<file path="config.mk">
export PLATFORM = sky130hd
export DESIGN_NAME = irq_pin_cond
export DESIGN_NICKNAME = d
export VERILOG_FILES = /design/src/rtl/irq_pin_cond_pkg.sv /design/src/rtl/irq_pulse_timer.sv /design/src/rtl/irq_gap_gate.sv /design/src/rtl/irq_pin_reg.sv /design/src/rtl/irq_pin_cond.sv
export SDC_FILE = /design/constraint.sdc
export NUM_CORES = 1
export LEC_CHECK = 0
export ABC_AREA = 1
export ABC_CLOCK_PERIOD_IN_PS = 1500
export BUFFER_PORTS_ARGS = -buffer_cell sky130_fd_sc_hd__buf_2
export CAP_MARGIN = 0
export CORE_ASPECT_RATIO = 1.5
export CORE_UTILIZATION = 40
export CTS_CLUSTER_DIAMETER = 120
export DETAILED_ROUTE_END_ITERATION = 16
export MAX_ROUTING_LAYER = met4
export PLACE_DENSITY = 0.7
export RECOVER_POWER = 25
export SLEW_MARGIN = 20
export SYNTH_ARGS = -nofsm -noshare
export SYNTH_HDL_FRONTEND = slang
export SYNTH_SLANG_ARGS = --single-unit
</file>
<file path="constraint.sdc">
create_clock -name clk -period 1.5 [get_ports clk]
set_input_delay 0.3 -clock clk [delete_from_list [all_inputs] [get_ports clk]]
set_output_delay 0.3 -clock clk [all_outputs]
set_load 0.01 [all_outputs]
</file>
<file path="src/rtl/irq_pin_cond_pkg.sv">
package irq_pin_cond_pkg;
  typedef enum logic {
    SIG_LEVEL = 1'b0,
    SIG_PULSE = 1'b1
  } sig_mode_e;
endpackage

</file>
<file path="src/rtl/irq_pulse_timer.sv">
module irq_pulse_timer #(
  parameter int CNT_W = 16
) (
  input  logic             clk,
  input  logic             rst,
  input  logic             clr,
  input  logic             fire,
  input  logic [CNT_W-1:0] width,
  output logic             busy,
  output logic             hold_on
);
  logic [CNT_W-1:0] remain_q;
  logic             busy_q;

  always_ff @(posedge clk) begin
    if (rst || clr) begin
      busy_q   <= 1'b0;
      remain_q <= '0;
    end else if (fire) begin
      busy_q   <= 1'b1;
      remain_q <= width;
    end else if (busy_q) begin
      if (remain_q == '0) busy_q <= 1'b0;
      else                remain_q <= remain_q - 1'b1;
    end
  end

  assign busy    = busy_q;
  assign hold_on = busy_q && (remain_q != '0);

  AST_PULSE_START: assert property (@(posedge clk) disable iff (rst)
    (fire && !clr) |=> busy);
  AST_PULSE_STOP: assert property (@(posedge clk) disable iff (rst)
    (busy && !hold_on && !fire) |=> !busy);
endmodule

</file>
<file path="src/rtl/irq_gap_gate.sv">
module irq_gap_gate #(
  parameter int GAP_W = 8
) (
  input  logic             clk,
  input  logic             rst,
  input  logic             en_pulse,
  input  logic             pend,
  input  logic             tick,
  input  logic             busy,
  input  logic [GAP_W-1:0] gap,
  output logic             fire
);
  logic             pend_q;
  logic             held_q;
  logic [GAP_W-1:0] gap_left_q;
  logic             rise;
  logic             gap_open;

  assign rise     = pend && !pend_q;
  assign gap_open = (gap_left_q == '0);
  assign fire     = en_pulse && !busy && gap_open && (pend || held_q);

  always_ff @(posedge clk) begin
    if (rst) pend_q <= 1'b0;
    else     pend_q <= pend;
  end

  always_ff @(posedge clk) begin
    if (rst || !en_pulse) held_q <= 1'b0;
    else if (fire)        held_q <= 1'b0;
    else if (rise)        held_q <= 1'b1;
  end

  always_ff @(posedge clk) begin
    if (rst)                         gap_left_q <= '0;
    else if (fire)                   gap_left_q <= gap;
    else if (tick && !gap_open)      gap_left_q <= gap_left_q - 1'b1;
  end

  AST_NO_BACK_TO_BACK: assert property (@(posedge clk) disable iff (rst)
    fire |=> !fire);
  AST_HELD_RELEASED: assert property (@(posedge clk) disable iff (rst)
    fire |=> !held_q);
  AST_HELD_DROPPED: assert property (@(posedge clk) disable iff (rst)
    !en_pulse |=> !held_q);
endmodule

</file>
<file path="src/rtl/irq_pin_reg.sv">
module irq_pin_reg (
  input  logic clk,
  input  logic rst,
  input  logic act_high,
  input  logic assert_next,
  output logic pin
);
  logic pin_q;

  always_ff @(posedge clk) begin
    if (rst) pin_q <= !act_high;
    else     pin_q <= assert_next ? act_high : !act_high;
  end

  assign pin = pin_q;

  AST_RESET_IDLE: assert property (@(posedge clk)
    rst |=> (pin == !$past(act_high)));
endmodule

</file>
<file path="src/rtl/irq_pin_cond.sv">
module irq_pin_cond #(
  parameter int WIDTH_W = 16,
  parameter int GAP_W   = 8
) (
  input  logic               clk,
  input  logic               rst,
  input  logic               pend_i,
  input  logic               uframe_tick_i,
  input  logic               cfg_act_high,
  input  logic               cfg_pulse_mode,
  input  logic               cfg_enable,
  input  logic [WIDTH_W-1:0] cfg_width,
  input  logic [GAP_W-1:0]   cfg_gap,
  output logic               irq_pin_o
);
  import irq_pin_cond_pkg::*;

  sig_mode_e mode;
  logic      en_pulse;
  logic      fire;
  logic      busy;
  logic      hold_on;
  logic      assert_next;

  assign mode     = sig_mode_e'(cfg_pulse_mode);
  assign en_pulse = cfg_enable && (mode == SIG_PULSE);

  irq_gap_gate #(.GAP_W(GAP_W)) u_gate (
    .clk      (clk),
    .rst      (rst),
    .en_pulse (en_pulse),
    .pend     (pend_i),
    .tick     (uframe_tick_i),
    .busy     (busy),
    .gap      (cfg_gap),
    .fire     (fire)
  );

  irq_pulse_timer #(.CNT_W(WIDTH_W)) u_timer (
    .clk     (clk),
    .rst     (rst),
    .clr     (!en_pulse),
    .fire    (fire),
    .width   (cfg_width),
    .busy    (busy),
    .hold_on (hold_on)
  );

  always_comb begin
    if (!cfg_enable)             assert_next = 1'b0;
    else if (mode == SIG_LEVEL)  assert_next = pend_i;
    else                         assert_next = fire || hold_on;
  end

  irq_pin_reg u_pin (
    .clk         (clk),
    .rst         (rst),
    .act_high    (cfg_act_high),
    .assert_next (assert_next),
    .pin         (irq_pin_o)
  );

  AST_DISABLED_IDLE: assert property (@(posedge clk) disable iff (rst)
    !cfg_enable |=> (irq_pin_o == !$past(cfg_act_high)));
  AST_LEVEL_TRACK: assert property (@(posedge clk) disable iff (rst)
    (cfg_enable && !cfg_pulse_mode) |=>
      (irq_pin_o == ($past(pend_i) ? $past(cfg_act_high) : !$past(cfg_act_high))));
  AST_PULSE_BEGIN: assert property (@(posedge clk) disable iff (rst)
    fire |=> (irq_pin_o == $past(cfg_act_high)));
endmodule

</file>
==> metrics.txt, run 1 <==
status=finished, violations left; failing checks=DRC, setup timing; Final Hold Vio Count=0; H-tree Lvls=1; Hold WS=0.248 ns; first-pass GRT wire length=8.56 mm; WS Path Type=reg2reg; Setup WS post-layout=-0.0425 ns; I/O Buffers=31; Max stage delay on crit path=0.34 ns; worst reg2reg setup slack=-0.04 ns; hold crit path type=in2reg; met3 Resource Use GR=1.83%; Distinct cells, synth=27; min-delay src=cfg_act_high; CP max stage cell=dfxtp_2; register area share after synthesis=30.4%; Max VDD drop=0.424 mV; synthesized instance count=302; grt ovf=0; met2 Track Usage GR=43.2%; total die area=4900 sq um; starting DRC count in detailed routing=88; CTS Buffer Depth=2; Placer Congestion=0.920; Slew HR=72.5%; Hold Path End=u_pin.pin; Final min period=1.54 ns; Synthesized Nets=336; leakage power=1.30 nW; First-pass DRT Iterations=10; Total GRT Usage=23.0%; clk_skew=0.00339 ns; FMAX=0.648 GHz; max_cap viols=0; io pins=32; pin count of the biggest net entering global routing=19; unrepaired setup endpoints after global routing=true; crit path DAT=1.72 ns; Worst Hold Depth=3; crit-path cells=inv_2 -> ha_4 -> nand3_4 -> nor2_4 -> nand2_4 -> buf_6 -> o21ai_0 -> a21oi_2; grt peak-use layer=met2; crit-path max FO=7; Fill cells=404; site row count=29; # setup viols final=8; core area=4320 sq um; area occupied by multi-input gates=1270 sq um; CP endpoint kind=register; Worst R2R End=u_gate.gap_left_q[6]; Die X-Extent=57.5 um; Die Ht=85.2 um; vias in the first global route=1939; most frequent cells in the layout=69 x nand2_1, 41 x nor2_1, 33 x buf_4, 32 x buf_2; Num CTS Buffers=3; Pwr Total=3.16 mW; most common cell after layout, fill and taps aside=nand2_1; clk slew on worst S/H paths=0.10 ns; # nets final=407; clk sinks=28; DR vias=2113; power density cells=1220 nW/um^2; CP required=1.67 ns; Area after DPL=2300 sq um; area growth from synthesis to layout=40.8%; n_diodes=0; met1 Use GR=24.4%; Mapped Area=1850 sq um; Slew @ Worst Pin=0.410 ns; Reg area=566 sq um; Post-Syn Area per Cell=6.12 sq um; cell area after layout=2600 sq um; CTS tree=done; RR Startpoint=u_gate.gap_left_q[0]; Skew-Pair Late Insertion Delay=0.28 ns; cell count of the worst reg-to-reg path=8; kind of start point of the critical path=register; share of post-route cells with drive strength above 1=36.6%; drt drc=2; clk root buf=clkbuf_8; HPWL Detailed=3.92 mm; DRT antenna net count=0; WL final=5.21 mm; Starting Density=42.8%; initial antenna violation count=0; final period utilization=103%; Slew Limit Fails=0; per-cell routed wire length=12.5 um; vias per cell=5.06; synthesized flop and latch total=28; YS warnings=0
[layer usage]
metal	vias to the layer above	wire length [um]
met5	-	0
met4	0	112
met3	10	165
met2	54	2850
met1	950	2080
li1	1099	-
[timing repair]
action / CTS / global route
hold buffers: 0 / 0
setup buffers: 1 / 2
cloned: 2 / 0
setup endpoints to repair: 26 / 26
pin swaps: 6 / 19
resized for setup: 17 / 53
[cells in the mapped netlist]
library cell / instances / area share, %
a21oi_1: 19 / 5.1
a31oi_1: 1 / 0.34
buf_2: 3 / 0.81
buf_4: 2 / 0.81
buf_6: 2 / 1.2
dfxtp_1: 28 / 30
ha_1: 3 / 2.0
inv_1: 32 / 6.5
inv_2: 2 / 0.41
nand2_1: 79 / 16
nand2_2: 4 / 1.4
nand3_1: 28 / 7.6
nand3_2: 1 / 0.54
nand3b_1: 2 / 0.81
nand4_1: 1 / 0.34
nor2_1: 51 / 10
nor2_2: 3 / 1.0
nor2_4: 1 / 0.61
o211ai_1: 4 / 1.6
o21a_1: 2 / 0.81
o21ai_0: 17 / 4.6
o21ai_1: 1 / 0.27
o21ai_2: 1 / 0.47
or2_0: 5 / 1.7
or2_2: 4 / 1.4
xnor2_1: 1 / 0.47
xor2_1: 5 / 2.4
[cells by family after synthesis]
logic type,share of synthesized area [%]
DFF,30.4
and+or+nand+nor,41.7
adders and majority gates,2.03
xor gates and xnor gates,2.85
AOI/OAI and AO/OA,13.3
buffers and inverters,9.76
[state kept, by name, indices dropped and copies added, names as in the netlist]
name	cells
u_gate.gap_left_q	8
u_gate.held_q	1
u_timer.busy	1
u_pin.pin	1
u_timer.remain_q	16
u_gate.pend_q	1
[stage by stage]
step	setup WS (ns)	util (%)	instances	setup TNS, ns
final	-0.0425	60.2	418	-0.166
after global routing	-0.117	60.2	418	-1.64
after CTS	-0.00737	56.5	416	-0.00737
after detailed placement	-0.192	53.2	409	-3.12
after global placement	-0.0998	53.2	409	-1.15
after floorplan	0.0195	-	302	0
[worst max path at each step]
stage / start / endpoint / slack, ns / depth (start not counted)
finish: u_gate.gap_left_q[0] / u_gate.gap_left_q[6] / -0.04 / 8
global route: u_gate.gap_left_q[1] / u_timer.remain_q[12] / -0.12 / 9
global placement: u_gate.gap_left_q[0] / u_gate.gap_left_q[0] / -0.1 / 10
floorplan: u_gate.gap_left_q[0] / u_gate.gap_left_q[0] / 0.02 / 10
CTS: u_gate.gap_left_q[0] / u_gate.gap_left_q[7] / -0.007 / 9
detailed placement: u_gate.gap_left_q[0] / u_gate.gap_left_q[0] / -0.19 / 10
[critical path, delay by kind of cell, from the launching register on]
kind                     cells  cell delay [ns]
AND/OR/NAND/NOR              3             0.37
flip-flops                   1             0.34
adder cells (fa/ha/maj)      1             0.15
buffers and inverters        2             0.24
AO/OA/AOI/OAI                2             0.34
[power by group]
group | switching, mW | internal [mW] | total [mW]
sequential | 0.0632 | 0.839 | 0.902
clock | 0.251 | 0.358 | 0.609
combinational | 0.906 | 0.743 | 1.65
[final cells by class]
cell class / count / share of cell area, %
repair buffers: 72 / 19.1
well taps: 46 / 2.21
multi-input cells: 234 / 48.8
flip-flops and latches: 28 / 21.8
clock inverters: 1 / 1.15
inverters: 34 / 5.39
clock buffers: 3 / 1.59
Power figures use the tool's default switching activity.
==> inputs of run 2 (changes only) <==
Settings changed: ABC_AREA 1 to unset, PLACE_DENSITY 0.7 to 0.71.
==> run 2 against run 1 <==
The flow finishes with violations (setup timing). Sequential share of layout area is 0.17 points lower. Clock skew rose by 0.0019 ns. Non-clock buffer count grew 22. Worst setup slack worse by 0.26 ns. Clock power down 22%. Maximum frequency shrank 15%. Synthesized cell count decreased by 39%. Critical path depth decreased by 3. Worst hold slack lost 0.042 ns. Die area decreased by 16%. Via count shrank 17%. Combinational power rose by 12%. Critical endpoint is now u_timer.remain_q[13]. Largest cell class unchanged.
==> metrics.txt, run 2 <==
status=finished, violations left; failing checks=setup timing; synthesized flop and latch total=28 (unchanged); CTS Buffer Depth=2 (unchanged); hold crit path type=in2reg; initial antenna violation count=0 (unchanged); crit-path max FO=4 (-3); Total GRT Usage=23.6% (+0.67 points); hold buffers post-CTS=0 (unchanged); I/O Buffers=31 (unchanged); Slew @ Worst Pin=0.504 ns (+0.0943 ns); n_diodes=0 (unchanged); synth cell count leaders=28 x dfxtp_1, 25 x nor2_1, 15 x nand2_1, 11 x a211oi_1, 11 x a21oi_1; Num CTS Buffers=3 (unchanged); Synthesized Nets=219 (-35%); CP required=1.70 ns (+0.03 ns); per-cell routed wire length=16.1 um (+29%); Placed Instances=303 (-26%); biggest regs=u_timer.remain_q: 16 flops, u_gate.gap_left_q: 8 flops; synthesized instance count=185 (-39%); Skew-Pair Late Insertion Delay=0.28 ns (about the same); most frequent cells in the layout=47 x buf_4, 31 x buf_2, 21 x nor2_1, 18 x dfxtp_1, 13 x buf_6; Slew HR=66.4% (-6.1 points); WS Path Type=reg2reg; crit path DAT=2.01 ns (+0.29 ns); FMAX=0.554 GHz (-15%); most common cell in the netlist=dfxtp_1; Mapped Area=1540 sq um (-17%); clk root buf=clkbuf_8; Slew Limit Fails=0 (unchanged); register area share after synthesis=36.4% (+6.0 points); power density cells=1220 nW/um^2 (about the same); post-synth top area cell=dfxtp_1; final period utilization=120% (+17 points); # setup viols final=23 (+15); max_cap viols=0 (unchanged); leakage power=1.07 nW (-18%); DR vias=1764 (-17%); drt drc=0 (-2); site row count=27 (-6.9%); pin count of the biggest net entering global routing=32 (+13); H-tree Lvls=1 (unchanged); max FFs per register=16 (unchanged); Max VDD drop=1.05 mV (+150%); DRT antenna net count=0 (unchanged); CP endpoint kind=register; First-pass DRT Iterations=5 (-5); clk slew on worst S/H paths=0.10 ns (about the same); vias in the first global route=1722 (-11%); kind of start point of the critical path=register; core area=3680 sq um (-15%); Post-synth EDFFs=0 (unchanged); grt ovf=0 (unchanged); Largest Register=u_timer.remain_q; Setup WS post-layout=-0.304 ns (-0.262 ns); Final Hold Vio Count=0 (unchanged); area growth from synthesis to layout=73.0%; Die Ht=78.0 um (-8.4%); total die area=4110 sq um (-16%); io pins=32 (unchanged); first-pass GRT wire length=7.23 mm (-15%); HPWL Detailed=3.29 mm (-16%); ys flop type=dfxtp_1; starting DRC count in detailed routing=36 (-59%); Area contributors post-synth=dfxtp_1 36%, nor2_1 6.1%, a211oi_1 5.4%, xnor2_1 4.0%, nand2_1 3.7%; Placer Congestion=0.863 (-6.1%); Post-synth ARST share=0% (unchanged); Post-Syn Area per Cell=8.33 sq um (+36%); CTS tree=done; Distinct cells, synth=45 (+67%); Yosys top cell area share=36.4% (+6.0 points); share of post-route cells with drive strength above 1=60.7% (+24 points); Die X-Extent=52.7 um (-8.3%); Starting Density=41.9% (-0.91 points); YS warnings=0 (unchanged); clk_skew=0.00526 ns (+0.00188 ns); Hold WS=0.205 ns (-0.0424 ns); unrepaired setup endpoints after global routing=true; WL final=5.13 mm (-1.6%); post-route core utilization=72.4% (+12 points); # nets final=310 (-24%); clk sinks=28 (unchanged); vias per cell=5.55 (+9.7%); most common cell after layout, fill and taps aside=buf_4; Final Instance Count excl. Fillers=318 (-24%); Final min period=1.80 ns (+0.262 ns)
[run 2: cell types whose count changed in the layout (fill, tap and decap cells not counted), sizes merged, moves of 16 or more]
cell   delta
nand3    -26
nand2    -69
inv      -27
o21ai    -16
buf      +20
nor2     -30
[run 2: path summary, 6_finish.rpt]
check | startpoint | slack, ns | cells after the start | end
worst max register to register | u_timer.remain_q[3] | -0.30 | 5 | u_timer.remain_q[13]
worst max-delay path | u_timer.remain_q[3] | -0.30 | 5 | u_timer.remain_q[13]
worst min register to register | u_gate.held_q | 0.56 | 2 | u_gate.held_q
worst min-delay path | cfg_act_high | 0.21 | 2 | u_pin.pin
[run 2: repair_timing]
action	4_1_cts	5_1_grt
setup buffers	4	5
pin swaps	28	22
cloned	0	2
resized for setup	34	36
endpoints found under the setup margin	25	26
[run 2: power by group]
group | total [mW] | switching (mW) | leakage [nW] | internal (mW)
Clock | 0.477 | 0.241 | 0.0288 | 0.235
Combinational | 1.85 | 0.856 | 0.805 | 0.995
Sequential | 0.913 | 0.0679 | 0.232 | 0.845
Total | 3.24 | 1.17 | 1.07 | 2.08
[run 2: area by class of cell]
| cell class | count | area (sq um) |
|---|---|---|
| clock buffers | 4 | 55.1 |
| fillers | 255 | 1020 |
| inverters | 7 | 26.3 |
| multi-input cells | 142 | 1250 |
| flip-flops and latches | 28 | 576 |
| well taps | 43 | 53.8 |
| repair buffers | 94 | 703 |
[run 2: logic make-up (layout without fill, tap and decap cells)]
group,Yosys count,in the layout,share of synthesized area (%)
and+or+nand+nor,79,79,27.4
AOI/OAI and AO/OA,44,44,20.4
DFF,28,28,36.4
buffers and inverters,15,105,4.14
xor gates and xnor gates,13,13,7.39
adders and majority gates,3,3,2.44
muxes,3,3,1.95
[run 2: routing by layer]
| metal | global-route usage, % | vias to the layer above | part of all wire [%] |
|---|---|---|---|
| met5 | - | - | 0 |
| met4 | 10.3 | 0 | 3.1 |
| met3 | 2.52 | 15 | 2.6 |
| met2 | 43.8 | 52 | 59 |
| met1 | 23.7 | 844 | 35 |
| li1 | - | 853 | - |
[run 2: worst max-delay path, cell delays in order (launching register included)]
cell and delay [ns]:
dfxtp_2 0.33, or4_4 0.59, or2_4 0.30, nor3b_2 0.21, xnor2_1 0.11, a211oi_2 0.20
[run 2: per-stage QoR]
stage | instance area, sq um | power, mW | setup WS [ns] | TNS, ns
floorplan | 1660 | 1.66 | -0.224 | -1.65
finish | 2670 | 3.24 | -0.304 | -3.50
global placement | 2220 | 2.22 | -0.239 | -2.85
global route | 2670 | 3.43 | -0.353 | -5.22
detailed placement | 2220 | 2.25 | -0.265 | -3.64
CTS | 2430 | 2.92 | -0.229 | -2.77
